<file path="src/rtl/lwsram_pkg.sv">
package lwsram_pkg;

   // Decoded operation presented on cmd_op
   typedef enum logic [1:0] {
      OP_NOP = 2'b00,
      OP_RD  = 2'b01,
      OP_WR  = 2'b10
   } op_e;

   // Contents of one command slot in the late-write pipe
   typedef enum logic [1:0] {
      SLOT_IDLE = 2'b00,
      SLOT_RD   = 2'b01,
      SLOT_WR   = 2'b10
   } slot_e;

endpackage

</file>
<file path="src/rtl/lwsram_sleep_ctl.sv">
module lwsram_sleep_ctl #(
   parameter  int WAKE_CYC = 4,
   localparam int WCW      = $clog2(WAKE_CYC + 1)
) (
   input  logic clk,
   input  logic rst_n,
   input  logic sleep_req,
   output logic asleep,
   output logic wake_busy
);

   // two-stage delay: sleep takes effect on the second sampled edge
   logic [1:0]     dly_q;
   logic [WCW-1:0] wake_cnt_q;

   always_ff @(posedge clk or negedge rst_n) begin
      if (!rst_n) begin
         dly_q <= '0;
      end else begin
         dly_q <= {dly_q[0], sleep_req};
      end
   end

   assign asleep = dly_q[1];

   // recovery window: reloaded while asleep, drains once awake
   always_ff @(posedge clk or negedge rst_n) begin
      if (!rst_n) begin
         wake_cnt_q <= '0;
      end else if (asleep) begin
         wake_cnt_q <= WCW'(WAKE_CYC);
      end else if (wake_cnt_q != '0) begin
         wake_cnt_q <= wake_cnt_q - WCW'(1);
      end
   end

   assign wake_busy = (wake_cnt_q != '0);

endmodule

</file>
<file path="src/rtl/lwsram_array.sv">
module lwsram_array #(
   parameter  int LANES  = 2,
   parameter  int LANE_W = 9,
   parameter  int DEPTH  = 16,
   localparam int DW     = LANES * LANE_W,
   localparam int AW     = $clog2(DEPTH)
) (
   input  logic             clk,
   input  logic             we,
   input  logic [AW-1:0]    wr_addr,
   input  logic [LANES-1:0] wr_lane_n,
   input  logic [DW-1:0]    wr_data,
   input  logic [AW-1:0]    rd_addr,
   output logic [DW-1:0]    rd_data
);

   logic [DW-1:0] store [DEPTH];
   logic [DW-1:0] bit_mask;

   // widen each active-low lane strobe into a bit mask
   for (genvar l = 0; l < LANES; l++) begin : g_mask
      assign bit_mask[l*LANE_W +: LANE_W] = {LANE_W{~wr_lane_n[l]}};
   end

   always_ff @(posedge clk) begin
      if (we) begin
         store[wr_addr] <= (store[wr_addr] & ~bit_mask) | (wr_data & bit_mask);
      end
   end

   assign rd_data = store[rd_addr];

endmodule

</file>
<file path="src/rtl/lwsram_lane_merge.sv">
module lwsram_lane_merge #(
   parameter  int LANES  = 2,
   parameter  int LANE_W = 9,
   localparam int DW     = LANES * LANE_W
) (
   input  logic             hit,
   input  logic [LANES-1:0] lane_n,
   input  logic [DW-1:0]    stored,
   input  logic [DW-1:0]    fresh,
   output logic [DW-1:0]    merged
);

   // each lane comes from the in-flight write only when it is strobed
   for (genvar l = 0; l < LANES; l++) begin : g_lane
      assign merged[l*LANE_W +: LANE_W] = (hit && !lane_n[l]) ? fresh[l*LANE_W +: LANE_W]
                                                               : stored[l*LANE_W +: LANE_W];
   end

endmodule

</file>
<file path="src/rtl/lwsram_core.sv">
module lwsram_core
   import lwsram_pkg::*;
#(
   parameter  int LANES    = 2,
   parameter  int LANE_W   = 9,
   parameter  int DEPTH    = 16,
   parameter  int WAKE_CYC = 4,
   localparam int DW       = LANES * LANE_W,
   localparam int AW       = $clog2(DEPTH)
) (
   input  logic             clk,
   input  logic             rst_n,
   input  logic             clk_en_n,
   input  logic             sleep_req,
   input  logic             flow_sel_n,
   input  logic             oe_n,
   input  logic [1:0]       cmd_op,
   input  logic [AW-1:0]    cmd_addr,
   input  logic [LANES-1:0] cmd_be_n,
   input  logic [DW-1:0]    dq_i,
   output logic [DW-1:0]    dq_o,
   output logic             dq_drive
);

   // elaboration-time parameter checks
   if (LANES < 1 || LANE_W < 1) begin : g_bad_lanes
      $error("lwsram_core: LANES and LANE_W must be at least 1");
   end
   if (DEPTH < 2 || (DEPTH & (DEPTH - 1)) != 0) begin : g_bad_depth
      $error("lwsram_core: DEPTH must be a power of two of at least 2");
   end
   if (WAKE_CYC < 1) begin : g_bad_wake
      $error("lwsram_core: WAKE_CYC must be at least 1");
   end

   logic asleep;
   logic wake_busy;
   logic adv;
   logic flow;

   slot_e            new_kind;
   slot_e            s1_kind, s2_kind;
   logic [AW-1:0]    s1_addr, s2_addr;
   logic [LANES-1:0] s1_be_n, s2_be_n;

   logic             wr_commit;
   logic [AW-1:0]    commit_addr;
   logic [LANES-1:0] commit_be_n;

   logic [DW-1:0]    rd_raw;
   logic [DW-1:0]    rd_merged;
   logic             byp_hit;

   logic             oreg_v;
   logic [DW-1:0]    oreg_d;

   lwsram_sleep_ctl #(.WAKE_CYC(WAKE_CYC)) u_sleep (
      .clk       (clk),
      .rst_n     (rst_n),
      .sleep_req (sleep_req),
      .asleep    (asleep),
      .wake_busy (wake_busy)
   );

   assign adv  = !clk_en_n && !asleep;
   assign flow = !flow_sel_n;

   // a write with no strobes, or one issued during recovery, becomes an idle slot
   always_comb begin
      new_kind = SLOT_IDLE;
      if (cmd_op == OP_RD) begin
         new_kind = SLOT_RD;
      end else if (cmd_op == OP_WR && !(&cmd_be_n) && !wake_busy) begin
         new_kind = SLOT_WR;
      end
   end

   // command slots: s1 holds the op registered last edge, s2 the one before
   always_ff @(posedge clk or negedge rst_n) begin
      if (!rst_n) begin
         s1_kind <= SLOT_IDLE;
         s2_kind <= SLOT_IDLE;
         s1_addr <= '0;
         s2_addr <= '0;
         s1_be_n <= '1;
         s2_be_n <= '1;
      end else if (adv) begin
         s1_kind <= new_kind;
         s1_addr <= cmd_addr;
         s1_be_n <= cmd_be_n;
         s2_kind <= s1_kind;
         s2_addr <= s1_addr;
         s2_be_n <= s1_be_n;
      end
   end

   // single late write takes data one edge on, double late write two edges on
   assign commit_addr = flow ? s1_addr : s2_addr;
   assign commit_be_n = flow ? s1_be_n : s2_be_n;
   assign wr_commit   = adv && (flow ? (s1_kind == SLOT_WR) : (s2_kind == SLOT_WR));

   lwsram_array #(.LANES(LANES), .LANE_W(LANE_W), .DEPTH(DEPTH)) u_array (
      .clk       (clk),
      .we        (wr_commit),
      .wr_addr   (commit_addr),
      .wr_lane_n (commit_be_n),
      .wr_data   (dq_i),
      .rd_addr   (s1_addr),
      .rd_data   (rd_raw)
   );

   // the pipelined capture edge is also the commit edge of the preceding write
   assign byp_hit = !flow && (s2_kind == SLOT_WR) && (s2_addr == s1_addr);

   lwsram_lane_merge #(.LANES(LANES), .LANE_W(LANE_W)) u_merge (
      .hit    (byp_hit),
      .lane_n (s2_be_n),
      .stored (rd_raw),
      .fresh  (dq_i),
      .merged (rd_merged)
   );

   // output register used in pipelined timing
   always_ff @(posedge clk or negedge rst_n) begin
      if (!rst_n) begin
         oreg_v <= 1'b0;
         oreg_d <= '0;
      end else if (adv) begin
         oreg_v <= (s1_kind == SLOT_RD);
         if (s1_kind == SLOT_RD) begin
            oreg_d <= rd_merged;
         end
      end
   end

   assign dq_o     = flow ? rd_raw : oreg_d;
   assign dq_drive = !oe_n && !asleep && (flow ? (s1_kind == SLOT_RD) : oreg_v);

endmodule

</file>
<file path="config.mk">
export PLATFORM = sky130hd
export DESIGN_NAME = lwsram_core
export DESIGN_NICKNAME = d
export VERILOG_FILES = /design/src/rtl/lwsram_pkg.sv /design/src/rtl/lwsram_sleep_ctl.sv /design/src/rtl/lwsram_array.sv /design/src/rtl/lwsram_lane_merge.sv /design/src/rtl/lwsram_core.sv
export SDC_FILE = /design/constraint.sdc
export NUM_CORES = 1
export LEC_CHECK = 0
export BUFFER_PORTS_ARGS = -buffer_cell sky130_fd_sc_hd__clkbuf_2
export CAP_MARGIN = 25
export CORE_MARGIN = 1
export CORE_UTILIZATION = 65
export CTS_CLUSTER_DIAMETER = 50
export DETAILED_ROUTE_END_ITERATION = 12
export HOLD_SLACK_MARGIN = 0.12
export PLACE_DENSITY_LB_ADDON = 0.12
export RECOVER_POWER = 50
export SKIP_CTS_REPAIR_TIMING = 1
export SLEW_MARGIN = 40
export SYNTH_ARGS = -nofsm -noshare
export SYNTH_HDL_FRONTEND = slang
export SYNTH_SLANG_ARGS = --single-unit
</file>
<file path="constraint.sdc">
create_clock -name clk -period 7.2 [get_ports clk]
set_clock_uncertainty 0.05 [all_clocks]
set_input_delay 0.72 -clock clk [delete_from_list [all_inputs] [get_ports clk]]
set_output_delay 0.72 -clock clk [all_outputs]
set_load 0.02 [all_outputs]
</file>
After elaboration in Yosys (flattened, before gate mapping)

Memory sizes are Yosys's and may differ from the RTL's.
Cells that the tools add are included.

Memories: 1
Output and inout bits: 19
Logic and storage cells: 58
Input port bits: 32
Register bits: 40
Bits in writable memories: 288

Memory list:

| memory        | depth | bits a word | read ports | clocked after memory_dff | write ports | line               | text |
|---|---|---|---|---|---|---|---|
| u_array.store | 16    | 18          | 2          | 0                        | 1           | lwsram_array.sv:17 | `logic [DW-1:0] store [DEPTH];` |

Eq/ne operators: 6
Add/subtract/negate cells: 1
Multiplexer cells: 13
Reduce and logical (&&, ||, !) cells: 21
Bitwise logic cells: 6

Operators with widths:

| operator            | number |
|---|---|
| $and 18x18->18      | 2 |
| $mux 18             | 1 |
| $mux 9              | 2 |
| $not 18->18         | 1 |
| $or 18x18->18       | 1 |
| $logic_and 1x1->1   | 10 |
| $logic_not 1->1     | 7 |
| $eq 2x2->1 const B  | 3 |
| $mux 2              | 3 |
| $mux 3              | 2 |
| $eq 2x1->1 const B  | 2 |
| $eq 4x4->1          | 1 |
| $mux 1              | 4 |
| $mux 4              | 1 |
| $reduce_and 2->1    | 2 |
| $reduce_bool 3->1   | 1 |
| $sub 3x1->3 const B | 1 |
| $not 1->1           | 2 |
| $reduce_bool 2->1   | 1 |

Longest topological paths before layout

Gate-level depths: netlist (run 1).

Depth in word-level cells: 6
Mapped depth: 9
Mapped depth without buffers: 6

By module

Synthesis (run 1) repeated with hierarchy kept, for this count alone.

Cells, all modules: 920
Area total of the unflattened synthesis: 15,907.8 µm²

Modules (own cells, without submodules):

| module            | cells an instance | area an instance (µm²) | sequential area each (µm²) | instances |
|---|---|---|---|---|
| lwsram_array      | 728               | 13,621.8               | 8,648.3                    | 1 |
| lwsram_core       | 152               | 1,752.9                | 880.8                      | 1 |
| lwsram_lane_merge | 22                | 305.3                  | 0.0                        | 1 |
| lwsram_sleep_ctl  | 18                | 227.7                  | 125.1                      | 1 |

Worst setup path after synthesis (run 1)

No wires, ideal clock.

Path kind: input to register
Start: in flow_sel_n
End: mem u_array.store[4][0] (netlist bit), enable pin
Required time: 6,758 ps
Stages: 6
Slack: 4,109 ps
Arrival: 2,649 ps
Library setup time: 392 ps
Cell sequence: buf_4 -> o32a_1 -> clkbuf_1 -> clkbuf_1 -> or2_2 -> nor2_1

Cells in the longest elaborated chain, start to end: 4

RTL lines:

| element                      | line               | text |
|---|---|---|
| from (decl)                  | lwsram_core.sv:15  | `input logic flow_sel_n,` |
| $mux 1                       | lwsram_core.sv:100 | `assign wr_commit = adv && (flow ? (s1_kind == SLOT_WR) : (s2_kind == SLOT_WR));` |
| $logic_and 1x1->1            | lwsram_core.sv:100 |  |
| $mux 1                       | lwsram_array.sv:26 | `if (we) begin` |
| $mux 1 (not written as such) | lwsram_array.sv:27 | `store[wr_addr] <= (store[wr_addr] & ~bit_mask) \| (wr_data & bit_mask);` |
| to (decl)                    | lwsram_array.sv:17 |  |

Several ways; a longest one is shown, not always the timed one.

Final worst setup path (run 1)

Start: in flow_sel_n
End: mem u_array.store[10][12] (netlist bit), enable pin

Same word-level chain as after synthesis.

==> flow_summary.html, run 1 <==
<table>
<tr><th>Metric</th><th>Value</th></tr>
<tr><th colspan="2">Worst setup path</th></tr>
<tr><td>Critical path fanouts, max</td><td>47</td></tr>
<tr><td>Data required time at the worst endpoint</td><td>7340 ps</td></tr>
<tr><td>Register-to-Register Setup Slack</td><td>2550 ps</td></tr>
<tr><td>Nature of the critical path startpoint</td><td>input port</td></tr>
<tr><td>Critical Path End Type</td><td>register</td></tr>
<tr><td>Type of the setup path with the least slack</td><td>in2reg</td></tr>
<tr><td>Arrival time worst endpoint</td><td>5850 ps</td></tr>
<tr><th colspan="2">Die</th></tr>
<tr><td>Initial Util</td><td>0.662</td></tr>
<tr><td>Number of top-level pins</td><td>51</td></tr>
<tr><td>Std cell rows</td><td>57</td></tr>
<tr><td>Die Span X</td><td>159 um</td></tr>
<tr><td>Chip height</td><td>159 um</td></tr>
<tr><td>CORE AREA</td><td>0.0242 mm2</td></tr>
<tr><td>Die outline area</td><td>0.0253 mm2</td></tr>
<tr><th colspan="2">STA</th></tr>
<tr><td>Setup TNS</td><td>0 ps</td></tr>
<tr><td>Slew Limit Fails</td><td>133</td></tr>
<tr><td>Final Critical Period</td><td>5710 ps</td></tr>
<tr><td>Relative slew margins</td><td>-0.894</td></tr>
<tr><td>Portion of the clock cycle consumed by the worst path in the final layout</td><td>0.793</td></tr>
<tr><td>Worst hold margin</td><td>253 ps</td></tr>
<tr><td>Hold Vio Cnt, Final</td><td>0</td></tr>
<tr><td>Transition time at the pin with the least slew margin</td><td>2840 ps</td></tr>
<tr><td>Worst-case setup margin in the final layout</td><td>1490 ps</td></tr>
<tr><td>Unrepaired setup endpoints after global routing</td><td>false</td></tr>
<tr><td>Timing-limited maximum frequency</td><td>0.175 GHz</td></tr>
<tr><td>Setup violations, final</td><td>0</td></tr>
<tr><th colspan="2">Synth</th></tr>
<tr><td>Largest area contributor in the synthesized netlist</td><td>edfxtp_1</td></tr>
<tr><td>Synthesis-stage register bit count</td><td>328</td></tr>
<tr><td>Sequential-to-total area share from yosys stat</td><td>0.602</td></tr>
<tr><td>Multiplexer share of the synthesized area</td><td>0.153</td></tr>
<tr><td>Synth area leaders</td><td>edfxtp_1, mux4_2, dfrtp_1, o21ai_0, a22oi_1</td></tr>
<tr><td>Number of warning messages in the yosys log</td><td>0</td></tr>
<tr><td>Netlist area before placement</td><td>0.0160 mm2</td></tr>
<tr><td>Post-synthesis xor/xnor area fraction</td><td>0.00273</td></tr>
<tr><td>Distinct cells, synth</td><td>52</td></tr>
<tr><td>Adder-cell share of the synthesized area</td><td>0.00156</td></tr>
<tr><td>Area share of the leading cell type in the synthesized netlist</td><td>0.539</td></tr>
<tr><td>Predominant post-synthesis flop cell</td><td>edfxtp_1</td></tr>
<tr><td>Post-synth EDFFs</td><td>288</td></tr>
<tr><td>Post-Syn Nets</td><td>1125</td></tr>
<tr><td>Share of synthesized flip-flops with an asynchronous set or reset</td><td>0.122</td></tr>
<tr><td>Number of cells produced by synthesis</td><td>1091</td></tr>
<tr><td>Mean instance size in the synthesized netlist</td><td>14.7 um2</td></tr>
<tr><td>Compound-Gate Fraction of Synth Area</td><td>0.150</td></tr>
<tr><td>Combinational family with the most area after synthesis</td><td>multiplexers</td></tr>
<tr><td>Post-Synth Simple-Gate Area</td><td>0.0547</td></tr>
<tr><th colspan="2">Cells and area</th></tr>
<tr><td>Area of the multi-input gates</td><td>0.00596 mm2</td></tr>
<tr><td>Area taken by flip-flops and latches</td><td>0.00966 mm2</td></tr>
<tr><td>Number of filler cells placed in the layout</td><td>1497</td></tr>
<tr><td>Fin nets</td><td>1159</td></tr>
<tr><td>Proportion of layout cells with a drive suffix above 1</td><td>0.256</td></tr>
<tr><td>Antenna cells</td><td>0</td></tr>
<tr><td>Layout area overhead</td><td>12.0%</td></tr>
<tr><th colspan="2">Routing</th></tr>
<tr><td>Wire per inst</td><td>32.3 um</td></tr>
<tr><td>Number of design-rule violations left by the first detailed-router iteration</td><td>1649</td></tr>
<tr><td>Antenna-violating nets left</td><td>0</td></tr>
<tr><td>Routed via count</td><td>11400</td></tr>
<tr><td>Pre-Repair DR Iteration Count</td><td>5</td></tr>
<tr><td>Total length of routed wires</td><td>47700 um</td></tr>
<tr><td>Vias/cell</td><td>7.69</td></tr>
<tr><td>Final routed DRC violation total</td><td>0</td></tr>
<tr><th colspan="2">GRT</th></tr>
<tr><td>Largest net degree at the start of global routing</td><td>48</td></tr>
<tr><td>Total congestion overflow</td><td>0</td></tr>
<tr><td>GRT Overall Usage</td><td>0.384</td></tr>
<tr><td>Antenna violations before repair</td><td>0</td></tr>
<tr><td>Global-route track usage on met3</td><td>0.107</td></tr>
<tr><td>Met2 usage</td><td>0.573</td></tr>
<tr><td>Via count of the first global-routing pass</td><td>11400</td></tr>
<tr><td>Global routing met1 resource utilization</td><td>0.530</td></tr>
<tr><td>Busiest layer in global routing</td><td>met2</td></tr>
<tr><td>Global-route wire length before repair</td><td>71000 um</td></tr>
<tr><th colspan="2">Outcome</th></tr>
<tr><td>Run status</td><td>finished, violations left</td></tr>
<tr><td>Failing checks</td><td>capacitance limit, slew limit</td></tr>
<tr><th colspan="2">Place</th></tr>
<tr><td>Post-DP HPWL</td><td>26100 um</td></tr>
<tr><td>Post-placement worst setup slack</td><td>3040 ps</td></tr>
<tr><td>Global placement routability congestion</td><td>0.861</td></tr>
<tr><td>Number of buffers inserted by port buffering</td><td>50</td></tr>
<tr><th colspan="2">Clock tree</th></tr>
<tr><td>Clock tree from TritonCTS</td><td>built</td></tr>
<tr><td>Root Buffer Master</td><td>clkbuf_16</td></tr>
<tr><td>Insertion delay of the later-clocked pin in the worst-skew pair</td><td>520 ps</td></tr>
<tr><td>Clock Path Buffers</td><td>3</td></tr>
<tr><td>Clock slew seen by the registers of the worst setup and hold paths</td><td>60 ps</td></tr>
<tr><td>CTS H-tree depth</td><td>2</td></tr>
<tr><td>Number of buffers created by CTS</td><td>38</td></tr>
<tr><td>Clock sink count</td><td>328</td></tr>
<tr><th colspan="2">Power</th></tr>
<tr><td>Largest voltage drop on the vdd net</td><td>0.243 mV</td></tr>
<tr><td>Lkg Pwr</td><td>0.00591 uW</td></tr>
<tr><td>PwrDens</td><td>306 mW/mm2</td></tr>
<tr><th colspan="2">Run</th></tr>
<tr><td>Max cap viols</td><td>5</td></tr>
<tr><th colspan="2">Min path</th></tr>
<tr><td>Min-delay worst type</td><td>in2reg</td></tr>
</table>
==> logic make-up (layout without fill, tap and decap cells) <==
group	after synthesis	count (layout)
AOI/OAI and AO/OA	342	342
xor gates and xnor gates	5	5
adders and majority gates	2	2
buffers and inverters	134	198
DFF	328	328
muxes	127	127
and+or+nand+nor	153	153
==> registers in the layout, summed over array words and instances (netlist names) <==
| register | cells |
|---|---|
| oreg_d | 18 |
| oreg_v | 1 |
| s1_addr | 4 |
| s1_be_n | 2 |
| s1_kind | 2 |
| s2_addr | 4 |
| s2_be_n | 2 |
| s2_kind | 2 |
| u_array.store | 288 |
| u_sleep.dly_q | 2 |
| u_sleep.wake_cnt_q | 3 |
==> through the flow <==
step / util / std cells / cell area [um2] / power, uW
2_1_floorplan: - / 1091 / 16000 / 3210
3_3_place_gp: 0.687 / 1407 / 16600 / 3530
3_5_place_dp: 0.695 / 1409 / 16800 / 3590
4_1_cts: 0.747 / 1479 / 18100 / 5480
5_1_grt: 0.741 / 1479 / 18000 / 5650
6_report: 0.741 / 1479 / 18000 / 5490
==> final cells by class <==
| cell class | instances | area share |
|---|---|---|
| clock buffers | 45 | 0.0579 |
| clock inverters | 25 | 0.0123 |
| inverters | 40 | 0.00836 |
| multi-input cells | 629 | 0.332 |
| flip-flops and latches | 328 | 0.538 |
| well taps | 324 | 0.0226 |
| repair buffers | 88 | 0.0292 |
==> worst paths after layout <==
path,cells past startpoint,startpoint,endpoint
max,7,flow_sel_n,u_array.store[10][12]
min,1,sleep_req,u_sleep.dly_q[0]
max reg2reg,6,u_sleep.dly_q[1],u_array.store[9][3]
min reg2reg,0,u_sleep.dly_q[0],u_sleep.dly_q[1]
max in group asynchronous,2,rst_n,s1_addr[2]
min in group asynchronous,2,rst_n,oreg_d[8]
==> Yosys cell counts, types with 21 or more instances <==
| library cell | count |
|---|---|
| edfxtp_1 | 288 |
| o21ai_0 | 112 |
| mux4_2 | 91 |
| a22oi_1 | 71 |
| clkbuf_1 | 53 |
| nor2_1 | 41 |
| inv_1 | 40 |
| nand2b_1 | 40 |
| dfrtp_1 | 36 |
| o32a_1 | 36 |
| a21o_1 | 35 |
| a41oi_1 | 34 |
| mux2_2 | 32 |
| buf_2 | 30 |
| a21oi_1 | 21 |
| nor2b_1 | 21 |
==> report_power, final <==
part / total [uW] / switching, uW / leakage [uW] / internal (uW)
Clock: 1920 / 775 / 0.000612 / 1150
Sequential: 2370 / 75.5 / 0.00308 / 2300
Combinational: 1200 / 732 / 0.00222 / 463
==> placed cells by master, fill, tap and decap left out, types with 21 or more instances in the layout <==
cell type,Yosys,routed
a21o_1,35,35
a22oi_1,71,71
a41oi_1,34,21
buf_4,2,28
clkbuf_16,0,41
clkbuf_2,0,49
dfrtp_1,36,33
edfxtp_1,288,288
inv_1,40,40
mux2_2,32,34
mux4_2,91,91
nand2b_1,40,39
nor2_1,41,40
nor2b_1,21,21
o21ai_0,112,112
o32a_1,36,36
==> worst max-delay path: stages <==
cell and delay (ps):
clkbuf_1 1980, buf_4 680, and3b_1 250, buf_4 480
nor2_1 190, nor2_1 1050, buf_4 460
==> metal layers <==
| metal | vias up | routed length [um] |
|---|---|---|
| met5 | - | 0 |
| met4 | 0 | 2170 |
| met3 | 198 | 7360 |
| met2 | 1083 | 21600 |
| met1 | 5582 | 16600 |
| li1 | 4517 | - |
Power figures use the tool's default switching activity.
==> run 2: changes to the inputs <==
--- a/config.mk
+++ b/config.mk
@@ -8,7 +8,7 @@
 export BUFFER_PORTS_ARGS = -buffer_cell sky130_fd_sc_hd__clkbuf_2
 export CAP_MARGIN = 25
 export CORE_MARGIN = 1
-export CORE_UTILIZATION = 65
+export CORE_UTILIZATION = 56
 export CTS_CLUSTER_DIAMETER = 50
 export DETAILED_ROUTE_END_ITERATION = 12
 export HOLD_SLACK_MARGIN = 0.12
==> constraint.sdc (replaced) <==
create_clock -name clk -period 4.8 [get_ports clk]
set_clock_uncertainty 0.05 [all_clocks]
set_input_delay 0.48 -clock clk [delete_from_list [all_inputs] [get_ports clk]]
set_output_delay 0.48 -clock clk [all_outputs]
set_load 0.02 [all_outputs]
==> flow_summary.html, run 2 (synthesis gave the netlist of run 1 again) <==
<table>
<tr><th>Metric</th><th>Value</th></tr>
<tr><th colspan="2">STA</th></tr>
<tr><td>Final Critical Period</td><td>4560 ps</td></tr>
<tr><td>Setup TNS</td><td>0 ps (unchanged)</td></tr>
<tr><td>Timing-limited maximum frequency</td><td>0.219 GHz</td></tr>
<tr><td>Slew Limit Fails</td><td>41 (-69%)</td></tr>
<tr><td>Setup violations, final</td><td>0 (unchanged)</td></tr>
<tr><td>Hold Vio Cnt, Final</td><td>0 (unchanged)</td></tr>
<tr><td>Unrepaired setup endpoints after global routing</td><td>false</td></tr>
<tr><td>Worst-case setup margin in the final layout</td><td>244 ps (-1250 ps)</td></tr>
<tr><td>Transition time at the pin with the least slew margin</td><td>2560 ps (-280 ps)</td></tr>
<tr><td>Portion of the clock cycle consumed by the worst path in the final layout</td><td>0.949</td></tr>
<tr><td>Relative slew margins</td><td>-0.708 (+0.187)</td></tr>
<tr><td>Worst hold margin</td><td>149 ps (-104 ps)</td></tr>
<tr><th colspan="2">GRT</th></tr>
<tr><td>Busiest layer in global routing</td><td>met2</td></tr>
<tr><td>GRT Overall Usage</td><td>0.357 (-0.0273)</td></tr>
<tr><td>Met2 usage</td><td>0.544 (-0.0295)</td></tr>
<tr><td>Global-route track usage on met3</td><td>0.0785 (-0.0286)</td></tr>
<tr><td>Global routing met1 resource utilization</td><td>0.495 (-0.0350)</td></tr>
<tr><td>Global-route wire length before repair</td><td>74100 um (+4.4%)</td></tr>
<tr><td>Antenna violations before repair</td><td>0 (unchanged)</td></tr>
<tr><td>Total congestion overflow</td><td>0 (unchanged)</td></tr>
<tr><td>Largest net degree at the start of global routing</td><td>44 (-8.3%)</td></tr>
<tr><td>Via count of the first global-routing pass</td><td>11400 (+0.26%)</td></tr>
<tr><th colspan="2">Place</th></tr>
<tr><td>Number of buffers inserted by port buffering</td><td>50 (unchanged)</td></tr>
<tr><td>Global placement routability congestion</td><td>0.879 (+2.1%)</td></tr>
<tr><td>Post-placement worst setup slack</td><td>1140 ps (-1900 ps)</td></tr>
<tr><td>Post-DP HPWL</td><td>30100 um (+15%)</td></tr>
<tr><th colspan="2">Power</th></tr>
<tr><td>Largest voltage drop on the vdd net</td><td>0.234 mV (-3.6%)</td></tr>
<tr><td>PwrDens</td><td>455 mW/mm2 (+49%)</td></tr>
<tr><td>Lkg Pwr</td><td>0.00604 uW (+2.2%)</td></tr>
<tr><th colspan="2">Clock tree</th></tr>
<tr><td>Clock slew seen by the registers of the worst setup and hold paths</td><td>60 ps (about the same)</td></tr>
<tr><td>Root Buffer Master</td><td>clkbuf_16</td></tr>
<tr><td>Number of buffers created by CTS</td><td>38 (unchanged)</td></tr>
<tr><td>Insertion delay of the later-clocked pin in the worst-skew pair</td><td>530 ps (about the same)</td></tr>
<tr><td>Clock Path Buffers</td><td>3 (unchanged)</td></tr>
<tr><td>CTS H-tree depth</td><td>2 (unchanged)</td></tr>
<tr><td>Clock tree from TritonCTS</td><td>built</td></tr>
<tr><td>Clock sink count</td><td>328 (unchanged)</td></tr>
<tr><th colspan="2">Run</th></tr>
<tr><td>Max cap viols</td><td>1 (-4)</td></tr>
<tr><th colspan="2">Cells and area</th></tr>
<tr><td>Antenna cells</td><td>0 (unchanged)</td></tr>
<tr><td>Proportion of layout cells with a drive suffix above 1</td><td>0.264 (+0.00737)</td></tr>
<tr><td>Largest register by flop count</td><td>u_array.store</td></tr>
<tr><td>Fin nets</td><td>1197 (+3.3%)</td></tr>
<tr><td>Largest regs</td><td>u_array.store (288), oreg_d (18)</td></tr>
<tr><td>Layout area overhead</td><td>13.3%</td></tr>
<tr><td>Leading cell type in the layout, fill and taps excluded</td><td>edfxtp_1</td></tr>
<tr><td>Most frequent cells in the layout</td><td>edfxtp_1, o21ai_0, mux4_2, a22oi_1, buf_4</td></tr>
<tr><td>Number of flip-flops under the largest register name</td><td>288 (unchanged)</td></tr>
<tr><th colspan="2">Worst setup path</th></tr>
<tr><td>Type of the setup path with the least slack</td><td>reg2reg</td></tr>
<tr><td>Critical path fanouts, max</td><td>36 (-23%)</td></tr>
<tr><td>Critical Path End Type</td><td>register</td></tr>
<tr><td>Data required time at the worst endpoint</td><td>4960 ps (-2380 ps)</td></tr>
<tr><td>Crit path max-delay family</td><td>simple AND/OR/NAND/NOR gates</td></tr>
<tr><td>Count of buffer and inverter cells on the critical path</td><td>2 (-2)</td></tr>
<tr><td>Nature of the critical path startpoint</td><td>register</td></tr>
<tr><td>Cell at the slowest stage of the critical path</td><td>dfrtp_1</td></tr>
<tr><td>Critical path, cell by cell</td><td>nor3b_1, clkbuf_2, nor2_1, nor2_1, buf_4</td></tr>
<tr><td>Arrival time worst endpoint</td><td>4720 ps (-1130 ps)</td></tr>
<tr><td>Largest stage delay on the critical path</td><td>1310 ps (-670 ps)</td></tr>
<tr><td>CP dominant cell by count</td><td>nor2_1</td></tr>
<tr><th colspan="2">Min path</th></tr>
<tr><td>Min-delay worst type</td><td>in2reg</td></tr>
<tr><th colspan="2">Routing</th></tr>
<tr><td>Pre-Repair DR Iteration Count</td><td>6 (+1)</td></tr>
<tr><td>Wire per inst</td><td>32.4 um (+0.53%)</td></tr>
<tr><td>Antenna-violating nets left</td><td>0 (unchanged)</td></tr>
<tr><td>Final routed DRC violation total</td><td>0 (unchanged)</td></tr>
<tr><td>Routed via count</td><td>11600 (+2.2%)</td></tr>
<tr><td>Vias/cell</td><td>7.41 (-3.7%)</td></tr>
<tr><td>Number of design-rule violations left by the first detailed-router iteration</td><td>1565 (-5.1%)</td></tr>
<tr><td>Total length of routed wires</td><td>50900 um (+6.6%)</td></tr>
<tr><th colspan="2">Die</th></tr>
<tr><td>CORE AREA</td><td>0.0280 mm2 (+16%)</td></tr>
<tr><td>Std cell rows</td><td>61 (+7.0%)</td></tr>
<tr><td>Die Span X</td><td>171 um (+7.6%)</td></tr>
<tr><td>Number of top-level pins</td><td>51 (unchanged)</td></tr>
<tr><td>Initial Util</td><td>0.573 (-0.0889)</td></tr>
<tr><td>Die outline area</td><td>0.0293 mm2 (+16%)</td></tr>
<tr><td>Chip height</td><td>171 um (+7.6%)</td></tr>
<tr><th colspan="2">Outcome</th></tr>
<tr><td>Failing checks</td><td>capacitance limit, slew limit</td></tr>
<tr><td>Run status</td><td>finished, violations left</td></tr>
</table>
-- run 2: worst paths after layout --
path	from	endpoint	slack, ps	cells past startpoint
setup / recovery	s1_addr[1]	u_array.store[6][10]	240	5
hold / removal	cmd_addr[1]	s1_addr[1]	150	2
setup reg to reg	s1_addr[1]	u_array.store[6][10]	240	5
hold reg to reg	u_sleep.dly_q[0]	u_sleep.dly_q[1]	300	0
max in group asynchronous	rst_n	s1_addr[2]	1560	3
min in group asynchronous	rst_n	oreg_d[1]	1330	3
-- run 2: routing by layer --
layer	vias to the layer above	wire [um]	share of wire
met3	187	6760	0.13
met2	1009	22900	0.45
li1	4590	-	-
met1	5839	18900	0.37
met4	0	2270	0.045
met5	-	0	0
-- run 2: report_power, final --
group	switching (uW)	internal [uW]
Sequential	131	3440
Clock	1150	1660
Combinational	1150	752
Total	2430	5850
-- run 2: per-stage QoR --
stage | cell area, um2 | util | cells | total power [uW]
final | 18200 | 0.649 | 1569 | 8280
after global routing | 18200 | 0.649 | 1569 | 8530
after CTS | 18300 | 0.653 | 1567 | 8270
after detailed placement | 17100 | 0.610 | 1499 | 5500
after global placement | 17000 | 0.608 | 1497 | 5460
after floorplan | 16000 | - | 1091 | 4820
-- run 2: layout make-up --
class	instances	area [um2]
sequential	328	9660
clock inverter	17	143
inverter	40	150
clock buffer	51	1060
timing repair buffer	126	836
multi-input combinational	629	5850
fill	2023	9830
tap	378	473
